[config.mk]
export PLATFORM = sky130hd
export DESIGN_NAME = mw_eeprom_slave
export DESIGN_NICKNAME = d
export VERILOG_FILES = /design/src/rtl/mw_pkg.sv /design/src/rtl/mw_sync.sv /design/src/rtl/mw_timer.sv /design/src/rtl/mw_array.sv /design/src/rtl/mw_proto.sv /design/src/rtl/mw_eeprom_slave.sv
export SDC_FILE = /design/constraint.sdc
export NUM_CORES = 1
export LEC_CHECK = 0
export BUFFER_PORTS_ARGS = -buffer_cell sky130_fd_sc_hd__buf_2
export CORE_MARGIN = 10
export CORE_UTILIZATION = 56
export CTS_CLUSTER_SIZE = 12
export DETAILED_ROUTE_END_ITERATION = 10
export PLACE_DENSITY_LB_ADDON = 0.1
export SLEW_MARGIN = 25
export SYNTH_ARGS = -nofsm -noshare
export SYNTH_HDL_FRONTEND = slang
export SYNTH_SLANG_ARGS = --single-unit
[constraint.sdc]
create_clock -name clk -period 5.5 [get_ports clk]
set_input_delay 0.55 -clock clk [delete_from_list [all_inputs] [get_ports clk]]
set_output_delay 0.55 -clock clk [all_outputs]
set_load 0.01 [all_outputs]
[src/rtl/mw_pkg.sv]
package mw_pkg;
  // command code carried in the two bits after the start bit
  typedef enum logic [1:0] {
    OP_EXT   = 2'b00,
    OP_WRITE = 2'b01,
    OP_READ  = 2'b10,
    OP_ERASE = 2'b11
  } mw_op_e;

  // sub-command selected by the top two address bits under OP_EXT
  typedef enum logic [1:0] {
    EXT_LOCK   = 2'b00,
    EXT_FILL   = 2'b01,
    EXT_CLEAR  = 2'b10,
    EXT_UNLOCK = 2'b11
  } mw_ext_e;

  typedef enum logic [3:0] {
    ST_IDLE,
    ST_HUNT,
    ST_STATUS,
    ST_OPC,
    ST_ADDR,
    ST_DATA,
    ST_LOAD,
    ST_READ,
    ST_DONE
  } mw_state_e;

  typedef enum logic [1:0] {
    WR_NONE,
    WR_ONE,
    WR_ALL
  } mw_wr_e;
endpackage

[src/rtl/mw_sync.sv]
module mw_sync #(
  parameter int WIDTH  = 3,
  parameter int STAGES = 2
) (
  input  logic             clk,
  input  logic             rst_n,
  input  logic [WIDTH-1:0] async_i,
  output logic [WIDTH-1:0] sync_o
);
  for (genvar b = 0; b < WIDTH; b++) begin : g_bit
    logic [STAGES-1:0] chain_q;
    logic [STAGES-1:0] chain_d;

    if (STAGES > 1) begin : g_multi
      always_comb chain_d = {chain_q[STAGES-2:0], async_i[b]};
    end else begin : g_single
      always_comb chain_d = async_i[b];
    end

    always_ff @(posedge clk or negedge rst_n) begin
      if (!rst_n) chain_q <= '0;
      else        chain_q <= chain_d;
    end

    assign sync_o[b] = chain_q[STAGES-1];
  end
endmodule

[src/rtl/mw_timer.sv]
module mw_timer #(
  parameter int CYCLES = 1000
) (
  input  logic clk,
  input  logic rst_n,
  input  logic start_i,
  output logic busy_o
);
  localparam int CW = $clog2(CYCLES + 1);

  logic [CW-1:0] cnt_q, cnt_d;

  always_comb begin
    cnt_d = cnt_q;
    if (start_i)             cnt_d = CW'(CYCLES);
    else if (cnt_q != '0)    cnt_d = cnt_q - 1'b1;
  end

  always_ff @(posedge clk or negedge rst_n) begin
    if (!rst_n) cnt_q <= '0;
    else        cnt_q <= cnt_d;
  end

  assign busy_o = (cnt_q != '0);

  // the engine never launches a store while one is running
  p_start_idle_r8: assert property (@(posedge clk) disable iff (!rst_n)
    start_i |-> !busy_o);

  // a running cycle only counts down by one per clock
  p_countdown_r8: assert property (@(posedge clk) disable iff (!rst_n)
    (busy_o && !start_i) |=> (cnt_q == $past(cnt_q) - 1'b1));
endmodule

[src/rtl/mw_array.sv]
module mw_array
  import mw_pkg::*;
#(
  parameter int ADDR_W = 6,
  parameter int DATA_W = 16
) (
  input  logic              clk,
  input  logic              rst_n,
  input  mw_wr_e            wr_kind_i,
  input  logic [ADDR_W-1:0] wr_addr_i,
  input  logic [DATA_W-1:0] wr_data_i,
  input  logic [ADDR_W-1:0] rd_addr_i,
  output logic [DATA_W-1:0] rd_data_o
);
  localparam int DEPTH = 1 << ADDR_W;

  logic [DATA_W-1:0] mem_q [DEPTH];

  always_ff @(posedge clk) begin
    for (int i = 0; i < DEPTH; i++) begin
      if ((wr_kind_i == WR_ALL) ||
          ((wr_kind_i == WR_ONE) && (wr_addr_i == ADDR_W'(i))))
        mem_q[i] <= wr_data_i;
    end
  end

  assign rd_data_o = mem_q[rd_addr_i];

  // a whole-array store reaches the first and the last word
  p_fill_all_r6: assert property (@(posedge clk) disable iff (!rst_n)
    (wr_kind_i == WR_ALL) |=>
      ((mem_q[0] == $past(wr_data_i)) && (mem_q[DEPTH-1] == $past(wr_data_i))));
endmodule

[src/rtl/mw_proto.sv]
module mw_proto
  import mw_pkg::*;
#(
  parameter int ADDR_W = 6,
  parameter int DATA_W = 16
) (
  input  logic              clk,
  input  logic              rst_n,
  input  logic              cs_i,
  input  logic              sk_i,
  input  logic              di_i,
  input  logic              busy_i,
  input  logic [DATA_W-1:0] rd_data_i,
  output logic [ADDR_W-1:0] rd_addr_o,
  output mw_wr_e            wr_kind_o,
  output logic [ADDR_W-1:0] wr_addr_o,
  output logic [DATA_W-1:0] wr_data_o,
  output logic              start_o,
  output logic              do_o,
  output logic              do_oe_o
);
  localparam int CNT_MAX = (DATA_W > ADDR_W) ? DATA_W : ADDR_W;
  localparam int CNT_W   = $clog2(CNT_MAX);
  localparam logic [CNT_W-1:0] ADDR_LAST = CNT_W'(ADDR_W - 1);
  localparam logic [CNT_W-1:0] DATA_LAST = CNT_W'(DATA_W - 1);

  mw_state_e         state_q, state_d;
  logic [CNT_W-1:0]  cnt_q, cnt_d;
  logic [1:0]        op_q, op_d;
  logic [ADDR_W-1:0] addr_q, addr_d;
  logic [DATA_W-2:0] data_q, data_d;
  logic [DATA_W:0]   shr_q, shr_d;
  logic              en_q, en_d;
  logic              sk_prev_q;
  logic              sk_rise;
  logic [ADDR_W-1:0] addr_n;
  logic [DATA_W-1:0] data_n;
  mw_ext_e           ext_sel;

  assign sk_rise = sk_i && !sk_prev_q;
  assign addr_n  = {addr_q[ADDR_W-2:0], di_i};
  assign data_n  = {data_q, di_i};
  assign ext_sel = mw_ext_e'(addr_n[ADDR_W-1 -: 2]);

  always_comb begin
    state_d   = state_q;
    cnt_d     = cnt_q;
    op_d      = op_q;
    addr_d    = addr_q;
    data_d    = data_q;
    shr_d     = shr_q;
    en_d      = en_q;
    wr_kind_o = WR_NONE;
    wr_addr_o = addr_q;
    wr_data_o = '1;
    start_o   = 1'b0;

    if (!cs_i) begin
      state_d = ST_IDLE;
    end else begin
      unique case (state_q)
        ST_IDLE: state_d = busy_i ? ST_STATUS : ST_HUNT;
        ST_HUNT, ST_STATUS: begin
          if (sk_rise && di_i) begin
            state_d = ST_OPC;
            cnt_d   = '0;
          end
        end
        ST_OPC: begin
          if (sk_rise) begin
            op_d  = {op_q[0], di_i};
            cnt_d = cnt_q + 1'b1;
            if (cnt_q == CNT_W'(1)) begin
              state_d = ST_ADDR;
              cnt_d   = '0;
            end
          end
        end
        ST_ADDR: begin
          if (sk_rise) begin
            addr_d = addr_n;
            cnt_d  = cnt_q + 1'b1;
            if (cnt_q == ADDR_LAST) begin
              cnt_d   = '0;
              state_d = ST_DONE;
              if (!busy_i) begin
                unique case (mw_op_e'(op_q))
                  OP_READ:  state_d = ST_LOAD;
                  OP_WRITE: if (en_q) state_d = ST_DATA;
                  OP_ERASE: begin
                    if (en_q) begin
                      wr_kind_o = WR_ONE;
                      wr_addr_o = addr_n;
                      start_o   = 1'b1;
                    end
                  end
                  OP_EXT: begin
                    unique case (ext_sel)
                      EXT_UNLOCK: en_d = 1'b1;
                      EXT_LOCK:   en_d = 1'b0;
                      EXT_CLEAR: begin
                        if (en_q) begin
                          wr_kind_o = WR_ALL;
                          start_o   = 1'b1;
                        end
                      end
                      EXT_FILL: if (en_q) state_d = ST_DATA;
                      default: ;
                    endcase
                  end
                  default: ;
                endcase
              end
            end
          end
        end
        ST_DATA: begin
          if (sk_rise) begin
            data_d = data_n[DATA_W-2:0];
            cnt_d  = cnt_q + 1'b1;
            if (cnt_q == DATA_LAST) begin
              state_d = ST_DONE;
              cnt_d   = '0;
              if (!busy_i) begin
                wr_kind_o = (mw_op_e'(op_q) == OP_WRITE) ? WR_ONE : WR_ALL;
                wr_data_o = data_n;
                start_o   = 1'b1;
              end
            end
          end
        end
        ST_LOAD: begin
          shr_d   = {1'b0, rd_data_i};
          state_d = ST_READ;
        end
        ST_READ: begin
          if (sk_rise) shr_d = {shr_q[DATA_W-1:0], 1'b0};
        end
        ST_DONE: ;
        default: state_d = ST_IDLE;
      endcase
    end
  end

  always_ff @(posedge clk or negedge rst_n) begin
    if (!rst_n) begin
      state_q   <= ST_IDLE;
      cnt_q     <= '0;
      op_q      <= '0;
      addr_q    <= '0;
      data_q    <= '0;
      shr_q     <= '0;
      en_q      <= 1'b0;
      sk_prev_q <= 1'b0;
    end else begin
      state_q   <= state_d;
      cnt_q     <= cnt_d;
      op_q      <= op_d;
      addr_q    <= addr_d;
      data_q    <= data_d;
      shr_q     <= shr_d;
      en_q      <= en_d;
      sk_prev_q <= sk_i;
    end
  end

  assign rd_addr_o = addr_q;
  assign do_oe_o   = (state_q == ST_READ) || (state_q == ST_STATUS);
  assign do_o      = (state_q == ST_READ) ? shr_q[DATA_W] : !busy_i;

  // output released one clock after the synchronized select drops
  p_hiz_deselect_r10: assert property (@(posedge clk) disable iff (!rst_n)
    !cs_i |=> !do_oe_o);

  // the first presented read bit is the dummy zero
  p_dummy_lead_r2: assert property (@(posedge clk) disable iff (!rst_n)
    (state_q == ST_LOAD) |=> (do_oe_o && !do_o));

  // the enable flag only moves right after a sampled shift-clock edge
  p_enable_on_edge_r5: assert property (@(posedge clk) disable iff (!rst_n)
    !$stable(en_q) |-> $past(sk_rise));

  // no store is issued while programming is disabled
  p_prog_gated_r7: assert property (@(posedge clk) disable iff (!rst_n)
    (wr_kind_o != WR_NONE) |-> en_q);
endmodule

[src/rtl/mw_eeprom_slave.sv]
module mw_eeprom_slave
  import mw_pkg::*;
#(
  parameter int ADDR_W      = 6,
  parameter int DATA_W      = 16,
  parameter int PROG_CYCLES = 1000,
  parameter int SYNC_STAGES = 2
) (
  input  logic clk,
  input  logic rst_n,
  input  logic cs_i,
  input  logic sk_i,
  input  logic di_i,
  output logic do_o,
  output logic do_oe_o
);
  logic [1:0]        rst_pipe_q;
  logic              rst_int_n;
  logic [2:0]        pins_sync;
  logic              busy;
  logic              start;
  mw_wr_e            wr_kind;
  logic [ADDR_W-1:0] wr_addr;
  logic [ADDR_W-1:0] rd_addr;
  logic [DATA_W-1:0] wr_data;
  logic [DATA_W-1:0] rd_data;

  // reset asserts at once, releases on a clock edge
  always_ff @(posedge clk or negedge rst_n) begin
    if (!rst_n) rst_pipe_q <= 2'b00;
    else        rst_pipe_q <= {rst_pipe_q[0], 1'b1};
  end
  assign rst_int_n = rst_pipe_q[1];

  mw_sync #(.WIDTH(3), .STAGES(SYNC_STAGES)) u_sync (
    .clk     (clk),
    .rst_n   (rst_int_n),
    .async_i ({cs_i, sk_i, di_i}),
    .sync_o  (pins_sync)
  );

  mw_proto #(.ADDR_W(ADDR_W), .DATA_W(DATA_W)) u_proto (
    .clk       (clk),
    .rst_n     (rst_int_n),
    .cs_i      (pins_sync[2]),
    .sk_i      (pins_sync[1]),
    .di_i      (pins_sync[0]),
    .busy_i    (busy),
    .rd_data_i (rd_data),
    .rd_addr_o (rd_addr),
    .wr_kind_o (wr_kind),
    .wr_addr_o (wr_addr),
    .wr_data_o (wr_data),
    .start_o   (start),
    .do_o      (do_o),
    .do_oe_o   (do_oe_o)
  );

  mw_timer #(.CYCLES(PROG_CYCLES)) u_timer (
    .clk     (clk),
    .rst_n   (rst_int_n),
    .start_i (start),
    .busy_o  (busy)
  );

  mw_array #(.ADDR_W(ADDR_W), .DATA_W(DATA_W)) u_array (
    .clk       (clk),
    .rst_n     (rst_int_n),
    .wr_kind_i (wr_kind),
    .wr_addr_i (wr_addr),
    .wr_data_i (wr_data),
    .rd_addr_i (rd_addr),
    .rd_data_o (rd_data)
  );
endmodule

==> results of run 1 <==
-- repair_timing --
action	4_1_cts	5_1_grt
setup buffers	0	0
hold endpoints to repair	5	0
hold buffers	4	0
-- cell families (layout without fill, tap and decap cells) --
family / after synthesis / after routing / synth area share, %
XOR/XNOR: 7 / 7 / 0.141
flip-flops: 1092 / 1092 / 74.7
adder cells (fa/ha/maj): 12 / 12 / 0.346
multiplexers: 341 / 341 / 14.2
buffers and inverters: 155 / 333 / 1.70
AND/OR/NAND/NOR: 258 / 258 / 3.26
AO/OA/AOI/OAI: 348 / 348 / 5.61
other: 1 / 4 / 0.00863
-- cell usage in the layout (no fill, tap or decap), types with 14 or more instances in the layout --
cell / synthesis / final
nand3_1: 18 / 18
nor3_1: 21 / 20
clkbuf_1: 65 / 30
clkbuf_16: 0 / 111
mux2_2: 50 / 50
o211ai_1: 14 / 14
nand2_1: 57 / 56
nor2_1: 36 / 35
a2111oi_0: 19 / 19
edfxtp_1: 1024 / 1024
clkinv_1: 1 / 20
o31ai_2: 0 / 28
o22ai_1: 43 / 43
nor4_1: 16 / 16
inv_1: 16 / 16
o21ai_1: 2 / 38
clkinv_2: 0 / 16
nor2b_1: 22 / 20
dfrtp_1: 68 / 64
a22oi_1: 35 / 35
mux4_2: 217 / 217
mux2i_1: 74 / 74
a21oi_1: 37 / 37
o21ai_0: 66 / 29
buf_4: 24 / 114
-- final timing paths --
kind / from / end / slack (ns) / cells after the start
hold / removal: rst_n / rst_pipe_q[1]$_DFF_PN0_ / 0.18 / 2
min in group clk: u_sync.g_bit[2].chain_q[0]$_DFF_PN0_ / u_sync.g_bit[2].chain_q[1]$_DFF_PN0_ / 0.35 / 0
max in group asynchronous: rst_pipe_q[1]$_DFF_PN0_ / u_proto.rd_addr_o[2]$_DFFE_PN0P_ / 4.35 / 1
setup reg to reg: u_proto.state_q[0]$_DFFE_PN0P_ / u_array.mem_q[3][5]$_DFFE_PP_ / 1.53 / 5
hold reg to reg: u_sync.g_bit[2].chain_q[0]$_DFF_PN0_ / u_sync.g_bit[2].chain_q[1]$_DFF_PN0_ / 0.35 / 0
setup / recovery: u_proto.state_q[0]$_DFFE_PN0P_ / u_array.mem_q[3][5]$_DFFE_PP_ / 1.53 / 5
-- flip-flops by register name, summed over array words and instances, names as in the netlist, 2 cells and up --
name	flops
u_proto.shr_q	17
u_proto.op_q	2
u_array.mem_q	1024
rst_pipe_q	2
u_timer.cnt_q	10
u_proto.cnt_q	4
u_proto.state_q	4
u_sync.g_bit.chain_q	6
u_proto.rd_addr_o	6
u_proto.data_q	15
-- layout make-up --
type	count	area share, %
antenna	3	0.0154
clock buffer	141	5.94
clock inverter	46	0.743
inverter	17	0.131
multi-input combinational	967	21.7
sequential	1092	66.7
tap	1040	2.67
timing repair buffer	129	2.11
-- where the power goes --
part | internal [mW] | leakage [nW] | total (mW) | switching, mW
clock | 3.87 | 1.59 | 6.87 | 3.01
combinational | 0.292 | 3.46 | 0.651 | 0.359
sequential | 8.99 | 13.1 | 9.07 | 0.0860
-- metal layers --
metal / GRT usage [%] / vias to the layer above / part of all wire (%)
li1: - / 9455 / -
met4: 9.07 / 0 / 3.6
met1: 36.2 / 11900 / 41
met2: 36.6 / 1173 / 46
met5: 0 / - / 0
met3: 5.07 / 192 / 9.4
-- per-stage QoR --
step / std cells / cell area, sq um
finish: 3435 / 48700
detailed placement: 3241 / 45400
CTS: 3432 / 48700
global route: 3432 / 48700
global placement: 3240 / 45300
floorplan: 2214 / 43500
==> metrics, run 1 <==
outcome=finished clean; Post-DP HPWL=approximately 65000 um; RSZ-0062 raised after global routing=false; final core utilization=63.0%; Post-synth EDFFs=1024; Area Growth Syn to Fin=12.0%; Worst Path Buf+Inv=0; CTS H-tree depth=3; Setup TNS=0 ns; synthesized instance count=2214; final setup vio count=0; Post-Route WL=109000 um; Final period util=72.3%; Mapped Area=43500 sq um; fillcell total=5334; Critical Path Max Stage Delay=0.94 ns; Synth Warn #=0; I/O pin count=7; clk sinks=1092; Synth Area per Inst=a little under 20 sq um; leading post-synthesis cells by cell area=edfxtp_1 (71%), mux4_2 (11%), dfrtp_1 (3.9%); layout cells sized above 1=between 20% and 30%; async set-or-reset flop fraction in the synthesized netlist=6.23%; synth unique cells=75; first-pass GRT wire length=162000 um; gpl congestion=0.945; fin worst setup slack=1.53 ns; Crit path max-delay family=simple AND/OR/NAND/NOR gates; CTS tree=yes; VDD IR max=0.000266 V; IO Port Bufs=6; register area share after synthesis=74.7%; HP Class=input port to asynchronous set/reset pin; Num CTS Buffers=111; Worst EP required=slightly below 6 ns; Die X=299 um; largest net degree at the start of global routing=89; relative slew slack=23.7%; Post-synth top flop=edfxtp_1; Cell Chain, Critical Path=nor4b_1 -> nand3_1 -> nor2_1 -> a41oi_2 -> o31ai_4; Reg area=32500 sq um; multi-input logic area=10600 sq um; post-route ant nets=0; Nets=about 2300; crit-path max FO=19; aggregate global-route resource usage=approximately a quarter; Synth Register Bits=1092; Post-Place Worst Slack=1.60 ns; Initial Util=a little under three fifths; via count=around 23000; Critical Path Start Type=flip-flop; Setup Skew=0.0245 ns; drt initial violations=2796; root buffer cell=clkbuf_16; highest clock rate=~250 MHz; drt drc=0; area of the die=between 80000 and 90000 sq um; Row Count=102; grt total ovfl=0; CP arrival=4.27 ns; vias per cell=6.63; Setup crit end kind=flip-flop; clk buf depth=3; vias in the first global route=22700; initial antenna violation count=0; count leader, synth=edfxtp_1; Post-synth top cells=edfxtp_1 (1024), mux4_2 (217), mux2i_1 (74); top cell type's share of synthesized area=70.8%; PwrDens=341 nW/um^2; leading area contributor after synthesis=edfxtp_1; Static Leakage=18.1 nW; final hold slack=0.184 ns; CORE AREA=77200 sq um; CP max stage cell=o31ai_4; final hold violations=0; Die Ht=about 300 um; Tot Pwr=16.6 mW; Max Cap Viol=0; Tightest Pin Transition=1.14 ns; wire length per cell=between 30 and 40 um; final slew viol count=0; WS Path Type=flip-flop to flip-flop; Clock Latency Late Sink=0.68 ns; Final min period=3.97 ns; quantity of gates resized following cts=0; 1st-pass router iterations=8; Mapped Nets=2231; Clock transition at path regs=around 0.060 ns
(Power assumes the default switching activity.)
==> run 2, diff against run 1 <==
--- a/config.mk
+++ b/config.mk
@@ -5,6 +5,7 @@
 export SDC_FILE = /design/constraint.sdc
 export NUM_CORES = 1
 export LEC_CHECK = 0
+export ABC_AREA = 1
 export BUFFER_PORTS_ARGS = -buffer_cell sky130_fd_sc_hd__buf_2
 export CORE_MARGIN = 10
 export CORE_UTILIZATION = 56
==> constraint.sdc (replaced) <==
create_clock -name clk -period 3.6 [get_ports clk]
set_input_delay 0.36 -clock clk [delete_from_list [all_inputs] [get_ports clk]]
set_output_delay 0.36 -clock clk [all_outputs]
set_load 0.01 [all_outputs]
==> metrics, run 2 <==
Worst R2R Start=u_timer.cnt_q[0]$_DFFE_PN0P_; Critical Path Start Type=flip-flop; RR Endpoint=u_array.mem_q[34][10]$_DFFE_PP_; clk sinks=1092 (unchanged); area of the die=92600 sq um (+3.9%); Initial Util=56.4% (+0.088 points); first-pass GRT wire length=182000 um (+13%); relative slew slack=33.1% (+9.4 points); leading post-synthesis cells by cell area=edfxtp_1 (68%), nand2_1 (12%), nand3_1 (10%); commonest non-fill, non-tap cell in the layout=nand2_1; Mapped Nets=4044 (+81%); VDD IR max=0.000459 V (+72%); drt drc=0 (unchanged); Final period util=86.9% (+15 points); Largest regs=u_array.mem_q x1024, u_proto.shr_q x17, u_proto.data_q x15; Post-Route WL=122000 um (+12%); count leader, synth=nand2_1; gpl congestion=0.877 (-7.1%); Synth Register Bits=1092 (unchanged); Static Leakage=20.4 nW (+13%); final hold violations=0 (unchanged); Post-synth top flop=edfxtp_1; synthesized instance count=4027 (+82%); DR top layer=met4; Die X=304 um (+1.9%); CORE AREA=80300 sq um (+4.0%); RSZ-0062 raised after global routing=false; drt initial violations=3930 (+41%); Nets=4046 (+73%); Max Cap Viol=0 (unchanged); Die Ht=304 um (+1.9%); outcome=finished clean; flop-to-flop setup slack=0.47 ns (-1.05 ns); Setup TNS=0 ns (unchanged); Worst EP required=3.96 ns (-1.83 ns); Tightest Pin Transition=1.00 ns (-0.134 ns); quantity of gates resized following cts=0 (unchanged); Synth Area per Inst=11.2 sq um (-43%); post-route cell area=50500 sq um (+3.8%); async set-or-reset flop fraction in the synthesized netlist=6.23% (unchanged); 1st-pass router iterations=6 (-2); aggregate global-route resource usage=25.8% (+1.1 points); Row Count=104 (+2.0%); Area Growth Syn to Fin=11.6%; largest net degree at the start of global routing=155 (+74%); vias in the first global route=28800 (+27%); PwrDens=520 nW/um^2 (+53%); Clock transition at path regs=0.06 ns (about the same); Final min period=3.13 ns (-0.847 ns); root buffer cell=clkbuf_16; Area after DPL=47100 sq um (+3.8%); leading area contributor after synthesis=edfxtp_1; IO Port Bufs=6 (unchanged); Mapped Area=45300 sq um (+4.1%); wire length per cell=23.6 um (-26%); Detail Route met2 WL=58500 um (+17%); Metal-1 WL=49600 um (+10%); Synth Warn #=0 (unchanged); most frequent cells in the layout=nand2_1 (1417), edfxtp_1 (1024), nand3_1 (905); layout cells sized above 1=8.95% (-16 points); Num CTS Buffers=111 (unchanged); top cell type's share of synthesized area=67.9% (-2.8 points); final setup vio count=0 (unchanged); R2R depth=13 (+8); initial antenna violation count=3 (+3); Setup crit end kind=flip-flop; clk buf depth=3 (unchanged); HP Class=flip-flop to asynchronous set/reset pin; grt total ovfl=0 (unchanged); crit-path max FO=16 (-3); max reg flops=1024 (unchanged); final slew viol count=0 (unchanged); via count=30300 (+33%); Post-DP HPWL=70000 um (+7.6%); final hold slack=0.158 ns (-0.0261 ns); Post-synth EDFFs=1024 (unchanged); CTS H-tree depth=3 (unchanged); fin worst setup slack=0.472 ns (-1.05 ns); synth unique cells=45 (-40%); register area share after synthesis=71.7% (-3.0 points); Post-synth top cells=nand2_1 (1417), edfxtp_1 (1024), nand3_1 (920); post-route ant nets=0 (unchanged); Setup Skew=0.0323 ns (+0.00781 ns); Clock Latency Late Sink=0.68 ns (about the same); vias per cell=5.85 (-12%); I/O pin count=7 (unchanged); n_diodes=0 (-3); Met3 Routed Length=9220 um (-10%); Post-Place Worst Slack=0.473 ns (-1.13 ns); highest clock rate=320 MHz (+27%); Reg with most FFs=u_array.mem_q; WS Path Type=flip-flop to flip-flop; CP arrival=3.49 ns (-0.78 ns); CTS tree=yes
-- run 2: cell count changes after synthesis, moves of 40 or more --
cell and change:
clkbuf_1 +102, inv_1 +69, mux2_2 -50, mux2i_1 -74, mux4_2 -217, nand2_1 +1360
nand3_1 +902, o21ai_1 +62, o22ai_1 -40
-- run 2: how the worst max path moves through the flow --
stage / from / to / slack, ns / cells after the start
6_report: u_timer.cnt_q[0]$_DFFE_PN0P_ / u_array.mem_q[34][10]$_DFFE_PP_ / 0.47 / 13
5_1_grt: u_timer.cnt_q[0]$_DFFE_PN0P_ / u_array.mem_q[1][5]$_DFFE_PP_ / 0.29 / 13
4_1_cts: u_timer.cnt_q[0]$_DFFE_PN0P_ / u_array.mem_q[34][10]$_DFFE_PP_ / 0.49 / 13
3_5_place_dp: u_timer.cnt_q[0]$_DFFE_PN0P_ / u_array.mem_q[34][13]$_DFFE_PP_ / 0.47 / 13
3_3_place_gp: u_timer.cnt_q[0]$_DFFE_PN0P_ / u_array.mem_q[34][10]$_DFFE_PP_ / 0.55 / 13
2_1_floorplan: u_proto.rd_addr_o[3]$_DFFE_PN0P_ / u_array.mem_q[3][0]$_DFFE_PP_ / 0.53 / 14
-- run 2: worst max-delay path: stages (launching register included) --
cell and delay, ns:
dfrtp_1 0.37, inv_1 0.12, ha_1 0.18, inv_1 0.04, nor2_1 0.34, nand3_4 0.16
nor2_8 0.16, nand2_4 0.09, nand2_1 0.08, nand2_2 0.09, nor2_2 0.26, nand2_1 0.36
o21ai_1 0.28, buf_4 0.27
-- run 2: power breakdown --
part           internal, mW  switching (mW)
clock network          6.03            4.65
logic                 0.407            1.27
registers              13.8           0.119
total                  20.2            6.05
-- run 2: final cells by class --
type	count	area, sq um
inverter	96	378
tap	1060	1330
clock buffer	158	3070
timing repair buffer	137	1410
fill	6317	29800
multi-input combinational	2591	11600
sequential	1092	32500
clock inverter	39	290
-- run 2: cells by family after synthesis --
logic type,synth area share (%)
AOI/OAI and AO/OA,1.48
buffers and inverters,3.09
adders and majority gates,0.332
xor gates and xnor gates,0.0968
and+or+nand+nor,23.3
other,0.00829
DFF,71.7
-- run 2: what timing repair did --
action,CTS,global route
buffers inserted,0,0
hold endpoints to repair,5,0
hold buffers,5,0
-- run 2: per-layer routing --
| layer | vias to the layer above | GRT usage, % |
|---|---|---|
| met5 | - | 0 |
| met4 | 0 | 9.42 |
| met3 | 217 | 3.91 |
| met2 | 1275 | 41.7 |
| met1 | 14800 | 35.3 |
| li1 | 14000 | - |
-- run 2: stage by stage --
stage,power (mW),cells,utilization (%)
after floorplan,15.3,4027,-
after global placement,15.8,4970,58.7
after detailed placement,15.8,4970,58.7
after CTS,26.4,5172,62.9
after global routing,27.1,5173,62.9
final,26.3,5173,62.9
